$ cat config.mk
export PLATFORM = sky130hd
export DESIGN_NAME = grouped_irq_expander
export DESIGN_NICKNAME = d
export VERILOG_FILES = /design/src/rtl/gie_pkg.sv /design/src/rtl/gie_group_slice.sv /design/src/rtl/gie_first_pick.sv /design/src/rtl/gie_vec_unit.sv /design/src/rtl/grouped_irq_expander.sv
export SDC_FILE = /design/constraint.sdc
export NUM_CORES = 1
export LEC_CHECK = 0
export ABC_CLOCK_PERIOD_IN_PS = 4670
export BUFFER_PORTS_ARGS = -buffer_cell sky130_fd_sc_hd__buf_2
export CAP_MARGIN = 20
export CORE_AREA = 5 5 175 177
export DETAILED_ROUTE_END_ITERATION = 6
export DIE_AREA = 0 0 180 182
export GPL_TIMING_DRIVEN = 0
export PLACE_DENSITY = 0.72
export SYNTH_ARGS = -nofsm -noshare
export SYNTH_HDL_FRONTEND = slang
export SYNTH_HIERARCHICAL = 1
export SYNTH_SLANG_ARGS = --single-unit
export TNS_END_PERCENT = 100
$ cat constraint.sdc
create_clock -name clk -period 4.67 [get_ports clk]
set_input_delay 0.467 -clock clk [delete_from_list [all_inputs] [get_ports clk]]
set_output_delay 0.467 -clock clk [all_outputs]
set_load 0.02 [all_outputs]
$ cat src/rtl/gie_pkg.sv
package gie_pkg;
    localparam int GRP_COUNT_DEF = 12;
    localparam int GRP_WIDTH_DEF = 8;

    typedef enum logic [1:0] {
        WT_FLAG   = 2'd0,
        WT_ENABLE = 2'd1,
        WT_ACK    = 2'd2,
        WT_NONE   = 2'd3
    } wr_target_e;

    function automatic int max_int(input int a, input int b);
        return (a > b) ? a : b;
    endfunction

    function automatic int idx_width(input int w);
        return (w > 1) ? $clog2(w) : 1;
    endfunction
endpackage

$ cat src/rtl/gie_group_slice.sv
module gie_group_slice #(
    parameter int GW = 8
) (
    input  logic          clk,
    input  logic          rst,
    input  logic [GW-1:0] src,
    input  logic          wr_flag,
    input  logic          wr_enable,
    input  logic          ack_clr,
    input  logic [GW-1:0] wr_bits,
    input  logic [GW-1:0] fetch_clr,
    output logic [GW-1:0] flags_o,
    output logic [GW-1:0] enables_o,
    output logic          ack_o,
    output logic          irq_o
);
    logic [GW-1:0] flag_q, flag_n, en_q;
    logic          ack_q, irq_q, fwd;

    // software write first, then fetch clear, then new pulses on top
    always_comb begin
        flag_n = flag_q;
        if (wr_flag) flag_n = wr_bits;
        flag_n = (flag_n & ~fetch_clr) | src;
    end

    assign fwd = (|(flag_q & en_q)) && !ack_q;

    always_ff @(posedge clk) begin
        if (rst) begin
            flag_q <= '0;
            en_q   <= '0;
            ack_q  <= 1'b0;
            irq_q  <= 1'b0;
        end else begin
            flag_q <= flag_n;
            if (wr_enable) en_q <= wr_bits;
            irq_q <= fwd;
            if (fwd)          ack_q <= 1'b1;
            else if (ack_clr) ack_q <= 1'b0;
        end
    end

    assign flags_o   = flag_q;
    assign enables_o = en_q;
    assign ack_o     = ack_q;
    assign irq_o     = irq_q;
endmodule

$ cat src/rtl/gie_first_pick.sv
module gie_first_pick #(
    parameter int W  = 8,
    parameter int IW = 3
) (
    input  logic [W-1:0]  cand,
    output logic          hit,
    output logic [IW-1:0] idx
);
    always_comb begin
        hit = |cand;
        idx = '0;
        for (int i = W - 1; i >= 0; i--) begin
            if (cand[i]) idx = IW'(i);
        end
    end
endmodule

$ cat src/rtl/gie_vec_unit.sv
module gie_vec_unit #(
    parameter int NG  = 12,
    parameter int GW  = 8,
    parameter int GSW = 4,
    parameter int IW  = 3
) (
    input  logic                   clk,
    input  logic                   rst,
    input  logic                   req,
    input  logic [GSW-1:0]         grp,
    input  logic [NG-1:0][GW-1:0]  flags_all,
    input  logic [NG-1:0][GW-1:0]  en_all,
    output logic [NG-1:0][GW-1:0]  clr_all,
    output logic                   ack_o,
    output logic                   hit_o,
    output logic [IW-1:0]          idx_o
);
    logic [GW-1:0] cand;
    logic          pick_hit;
    logic [IW-1:0] pick_idx;

    always_comb begin
        cand = '0;
        for (int g = 0; g < NG; g++) begin
            if (int'(grp) == g) cand = flags_all[g] & en_all[g];
        end
    end

    gie_first_pick #(.W(GW), .IW(IW)) u_pick (
        .cand (cand),
        .hit  (pick_hit),
        .idx  (pick_idx)
    );

    always_comb begin
        for (int g = 0; g < NG; g++) begin
            clr_all[g] = (req && pick_hit && int'(grp) == g) ? (GW'(1) << pick_idx) : '0;
        end
    end

    always_ff @(posedge clk) begin
        if (rst) begin
            ack_o <= 1'b0;
            hit_o <= 1'b0;
            idx_o <= '0;
        end else begin
            ack_o <= req;
            hit_o <= req && pick_hit;
            idx_o <= (req && pick_hit) ? pick_idx : '0;
        end
    end
endmodule

$ cat src/rtl/grouped_irq_expander.sv
module grouped_irq_expander #(
    parameter  int NUM_GROUPS  = gie_pkg::GRP_COUNT_DEF,
    parameter  int GROUP_WIDTH = gie_pkg::GRP_WIDTH_DEF,
    localparam int NUM_SRC     = NUM_GROUPS * GROUP_WIDTH,
    localparam int GSEL_W      = gie_pkg::idx_width(NUM_GROUPS),
    localparam int IDX_W       = gie_pkg::idx_width(GROUP_WIDTH),
    localparam int DATA_W      = gie_pkg::max_int(NUM_GROUPS, GROUP_WIDTH)
) (
    input  logic                  clk,
    input  logic                  rst,
    input  logic [NUM_SRC-1:0]    src_in,
    input  logic                  wr_en,
    input  logic [1:0]            wr_target,
    input  logic [GSEL_W-1:0]     wr_group,
    input  logic [DATA_W-1:0]     wr_data,
    input  logic                  vec_req,
    input  logic [GSEL_W-1:0]     vec_group,
    output logic [NUM_GROUPS-1:0] cpu_irq,
    output logic                  vec_ack,
    output logic                  vec_hit,
    output logic [IDX_W-1:0]      vec_index
);
    import gie_pkg::*;

    logic [NUM_GROUPS-1:0][GROUP_WIDTH-1:0] flags_all, en_all, clr_all;
    logic [NUM_GROUPS-1:0]                  ack_vec;
    wr_target_e                             tgt;

    assign tgt = wr_target_e'(wr_target);

    for (genvar g = 0; g < NUM_GROUPS; g++) begin : g_grp
        logic sel;
        assign sel = wr_en && (int'(wr_group) == g);

        gie_group_slice #(.GW(GROUP_WIDTH)) u_slice (
            .clk       (clk),
            .rst       (rst),
            .src       (src_in[g*GROUP_WIDTH +: GROUP_WIDTH]),
            .wr_flag   (sel && tgt == WT_FLAG),
            .wr_enable (sel && tgt == WT_ENABLE),
            .ack_clr   (wr_en && tgt == WT_ACK && wr_data[g]),
            .wr_bits   (wr_data[GROUP_WIDTH-1:0]),
            .fetch_clr (clr_all[g]),
            .flags_o   (flags_all[g]),
            .enables_o (en_all[g]),
            .ack_o     (ack_vec[g]),
            .irq_o     (cpu_irq[g])
        );
    end

    gie_vec_unit #(
        .NG  (NUM_GROUPS),
        .GW  (GROUP_WIDTH),
        .GSW (GSEL_W),
        .IW  (IDX_W)
    ) u_vec (
        .clk       (clk),
        .rst       (rst),
        .req       (vec_req),
        .grp       (vec_group),
        .flags_all (flags_all),
        .en_all    (en_all),
        .clr_all   (clr_all),
        .ack_o     (vec_ack),
        .hit_o     (vec_hit),
        .idx_o     (vec_index)
    );
endmodule

# Yosys cells after proc, flatten, opt, wreduce, memory -nomap -nowiden
# Index checks and enable logic that the tools add are counted.
dict set report word_totals {
  regBits 221
  elab_cells 308
}
dict set report classes {
  n_eq_ne 24
  shifts 1
  mux 68
  bitwise_logic 49
  reduce_logical 115
}
# op n
set op_table {}
lappend op_table {{8-bit two-way mux} 36}
lappend op_table {{8-bit bitwise AND} 24}
lappend op_table {{8-bit OR reduction} 13}
lappend op_table {{8-bit inverter} 12}
lappend op_table {{8-bit bitwise OR} 12}
lappend op_table {{1-bit logical AND} 74}
lappend op_table {{4-bit equality test (second input constant)} 16}
lappend op_table {{1-bit two-way mux} 24}
lappend op_table {{3-bit two-way mux} 8}
lappend op_table {{2-bit nonzero test} 12}
lappend op_table {{4-bit by 3-bit equality test with 1-bit output (second input constant)} 4}
lappend op_table {{1-bit logical NOT} 12}
lappend op_table {{4-bit by 2-bit equality test with 1-bit output (second input constant)} 2}
lappend op_table {{4-bit logical NOT} 2}
lappend op_table {{1-bit by 3-bit left shift with 8-bit output (first input constant)} 1}
lappend op_table {{2-bit by 1-bit equality test with 1-bit output (second input constant)} 1}
lappend op_table {{2-bit equality test (second input constant)} 1}
lappend op_table {{2-bit logical NOT} 1}
lappend op_table {{2-bit OR reduction} 1}
lappend op_table {{1-bit inverter} 1}

# Depth between registers and ports, before layout
dict set report logic_depth {
  depth_word 26
  depth_mapped 17
}

# Hierarchy
# Netlist, hierarchy kept.
# mod n_inst cells_each area_per_inst_um2 seq_area_each_um2
set modules_own_cells {}
lappend modules_own_cells {gie_group_slice 12 79 805.8 360.3}
lappend modules_own_cells {gie_vec_unit 1 373 2074.5 100.1}
lappend modules_own_cells {grouped_irq_expander 1 55 329.1 0.0}
lappend modules_own_cells {gie_first_pick 1 13 81.3 0.0}

# Worst setup path before layout
# Ideal clock, no wire load.
dict set report synth_path {
  kind {in2reg}
  startpoint {input vec_group[3]}
  endpoint {register g_grp[3].u_slice.flag_q[1]}
  setup_ps 117
  t_arrival_ps 3328
  setup_slack_ps 1225
  path_stages 14
  path_buffers 3
  path_cell_list {buf_2 buf_2 or3b_2 nor2_1 o22ai_1 o221ai_1 a21oi_1 o41ai_1 or3b_2 clkbuf_1 nor2_1 inv_1 a21oi_2 nor2_1}
}
# element line
set synth_lines {}
lappend synth_lines {{start: declaration} grouped_irq_expander.sv:17} ;# input logic [GSEL_W-1:0] vec_group,
lappend synth_lines {{end signal: assignment} gie_group_slice.sv:36} ;# flag_q <= flag_n;
lappend synth_lines {{end: declaration} gie_group_slice.sv:17} ;# logic [GW-1:0] flag_q, flag_n, en_q;

==> out/results.tsv <==
stage	metric	value	unit
critical_path	crit_required	5080	ps
cts	clk_pin_slew	60	ps
detailed_routing	wirelength	41500	um
floorplanning	dieArea	0.0328	mm2
detailed_routing	drtIter0Drc	898	
cts	cts_buffers	25	
sta	finalMaxSlewViolations	0	
detailed_routing	first_pass_iters	5	
detailed_routing	drtAntennaViolNets	0	
critical_path	reg2reg_from	g_grp[0].u_slice/flags_o[6]	
cts	clock_latency	520	ps
synthesis	synth_area_per_cell	8.75	um2
sta	fmax	228	MHz
place	io_buffers	134	
grt	grt_pass1_wl	62300	um
final_layout	antenna_cells	0	
final_layout	final_nets	1674	
critical_path	crit_arrival	4790	ps
outcome	outcome	completed	
critical_path	r2r_slack	570	ps
synthesis	syn_nets	1511	
grt	met1_usage	32.1	%
synthesis	synth-async-reset-ratio	0	%
pwr	irDropWorstVdd	0.217	mV
final_layout	drive_gt1_share	29.0	%
synthesis	synth_warnings	6	
synthesis	synthCells	1389	
floorplanning	fp.dieW	180	um
detailed_routing	post-route-drc-count	0	
cts	cts_max_path_buffers	3	
sta	fin_crit	4380	ps
final_layout	fin_util	49.1	%
final_layout	layout_commonest_cell	nor2_1	
pwr	p_per_area	341	mW/mm2
synthesis	ys_types	57	
cts	cts_sinks	221	
cts	ctsHtreeMaxLevel	1	
cts	root_buffer	clkbuf_16	
floorplanning	die_h	182	um
sta	hold_violations	0	
critical_path	cp-start-kind	input port	
synthesis	synth_top_area_share	36.4	%
critical_path	crit_fanout	10	
critical_path	critPathKind	input port to flip-flop	
pwr	power.leakage	5.14	nW
grt	grt_use_met3	4.67	%
sta	slew_headroom	19.0	%
place	place_hpwl	29200	um
grt	top_usage_layer	met2	
synthesis	synth_area	0.0122	mm2
floorplanning	initial_core_util	41.8	%
cts	tritoncts	built	
synthesis	yosys.area.top_type	dfxtp_1	
floorplanning	fp-row-count	63	
detailed_routing	via_per_inst	5.49	
place	finalWeightedCongestion	0.925	
detailed_routing	wl_per_cell	21.2	um
grt	antenna_found_initial	3	
worst_hold_path	min_path_type	input port to flip-flop	
floorplanning	io_pins	139	
sta	rsz0062_at_grt	no	
final_layout	mostFrequentLayoutCells	331 x nor2_1, 221 x dfxtp_1, 182 x buf_2, 98 x inv_1	
cts	cts_resized	0	
critical_path	r2r_end	g_grp[9].u_slice/flags_o[1]	
detailed_routing	num_vias	10800	
grt	use_met2	39.1	%
synthesis	ys.flop_type	dfxtp_1	
grt	grtUsageTotal	24.1	%
final_layout	syn2layout_area_growth	17.4	%
place	place_area	0.0133	mm2
grt	grt_max_degree	26	
pwr	power	0.00486	W
grt	overflow	0	
synthesis	ys_seq_area_share	36.4	%
critical_path	worstSetupStartpoint	vec_group[3]	
sta	setup_viol	0	
flow_run	timing.max_cap.violations	0	
floorplanning	core	0.0291	mm2
critical_path	reg2reg_depth	14	
sta	worst_slew_pin_slew	1210	ps
grt	first_global_vias	10900	
sta	setup_tns	0	ps
synthesis	synth_edf_count	0	
cts	ctsHoldBuffers	0	
final_layout	design_area	0.0143	mm2
synthesis	synthTopCellsByArea	dfxtp_1 36%, mux2_4 12%, nor2_1 10%	
critical_path	cp-endpoint	g_grp[7].u_slice/flags_o[2]	
critical_path	setup.worst_path.end_class	flip-flop	
cts	cts_setup_buffers	0	
synthesis	synth_seq_cells	221	
sta	fin_skew	8.16	ps
sta	whs	155	ps
sta	fin_crit_sh	93.9	%
[metrics by stage]
step                setup slack, ps  instances
detailed placement             16.1       1915
CTS                             516       1959
global placement               -611       1913
floorplan                      1230       1389
global route                   79.1       1959
finish                          287       1959
[flip-flops by register name (all words and copies together), names as in the netlist]
| name | flops |
|---|---|
| g_grp.u_slice/enables_o | 96 |
| g_grp.u_slice/flags_o | 96 |
| g_grp.u_slice/ack_o | 12 |
| g_grp.u_slice/irq_o | 12 |
| u_vec/idx_o | 3 |
| u_vec/ack_o | 1 |
| u_vec/hit_o | 1 |
[metal layers]
metal  part of all wire [%]  vias up  wire length [um]
li1                       -     5102                 -
met1                     43     5110             17900
met2                     45      430             18800
met3                    7.4      108              3070
met4                    4.0        6              1680
met5                  0.092        -                38
[Yosys cell counts, types with 2 or more instances]
cell type	count
nor2_1	331
nand3_1	15
a41o_1	3
nand2b_1	4
nand4bb_1	3
a32oi_1	5
o221ai_1	5
nor4_1	6
nor3b_2	2
a221oi_1	4
and4b_1	3
nand3b_1	16
mux2i_1	96
or3b_2	3
nor4_2	2
and4_1	12
nor3_1	18
buf_4	5
and3b_1	5
a21oi_2	96
o31ai_1	13
and3_1	6
and2_1	15
a21oi_1	35
nand4b_1	12
inv_1	98
nor2b_1	5
or3b_1	2
clkbuf_1	16
buf_2	48
a211oi_1	4
o21ai_0	15
a22oi_1	55
a21boi_0	2
or3_1	2
buf_6	15
nand2_1	66
mux2_4	96
dfxtp_1	221
o21ai_1	3
o22ai_1	10
[worst max-delay path, stage by stage]
cell and delay [ps]:
buf_2 80, buf_2 240, nand2b_1 160, clkbuf_1 360
a21oi_1 150, nor4_1 480, o21ai_1 240, nor2_1 140
o21ai_0 90, a21boi_0 580, buf_4 280, or3b_2 480
clkbuf_1 520, nor2_1 270, inv_1 70, a21oi_2 110
nor2_1 40
[worst min path at each step]
stage | startpoint | endpoint | cells past startpoint
detailed placement | g_grp[7].u_slice/ack_o | g_grp[7].u_slice/irq_o | 1
CTS | src_in[51] | g_grp[6].u_slice/flags_o[3] | 3
floorplan | g_grp[0].u_slice/ack_o | g_grp[0].u_slice/irq_o | 1
global route | src_in[35] | g_grp[4].u_slice/flags_o[3] | 3
global placement | g_grp[1].u_slice/ack_o | g_grp[1].u_slice/irq_o | 1
finish | src_in[54] | g_grp[6].u_slice/flags_o[6] | 3
[cell families (layout without fill, tap and decap cells)]
kind of cell | count (synthesis) | count (layout) | synth area share (%)
and+or+nand+nor | 537 | 537 | 20.7
muxes | 192 | 192 | 19.8
AOI/OAI and AO/OA | 256 | 256 | 15.9
buffers and inverters | 183 | 363 | 7.24
DFF | 221 | 221 | 36.4
[report_power, final]
part | total (W) | switching, W | internal (W)
Combinational | 0.000632 | 0.000388 | 0.000244
Clock | 0.00221 | 0.000796 | 0.00142
Sequential | 0.00202 | 0.0000614 | 0.00196
[cell type report]
cell class	instances	area, um2
Tap cell	390	488
Buffer	85	512
Timing Repair Buffer	136	686
Clock inverter	10	203
Inverter	98	368
Fill cell	2806	14800
Multi-Input combinational cell	985	6860
Clock buffer	34	729
Sequential cell	221	4420
Power figures use the tool's default switching activity.
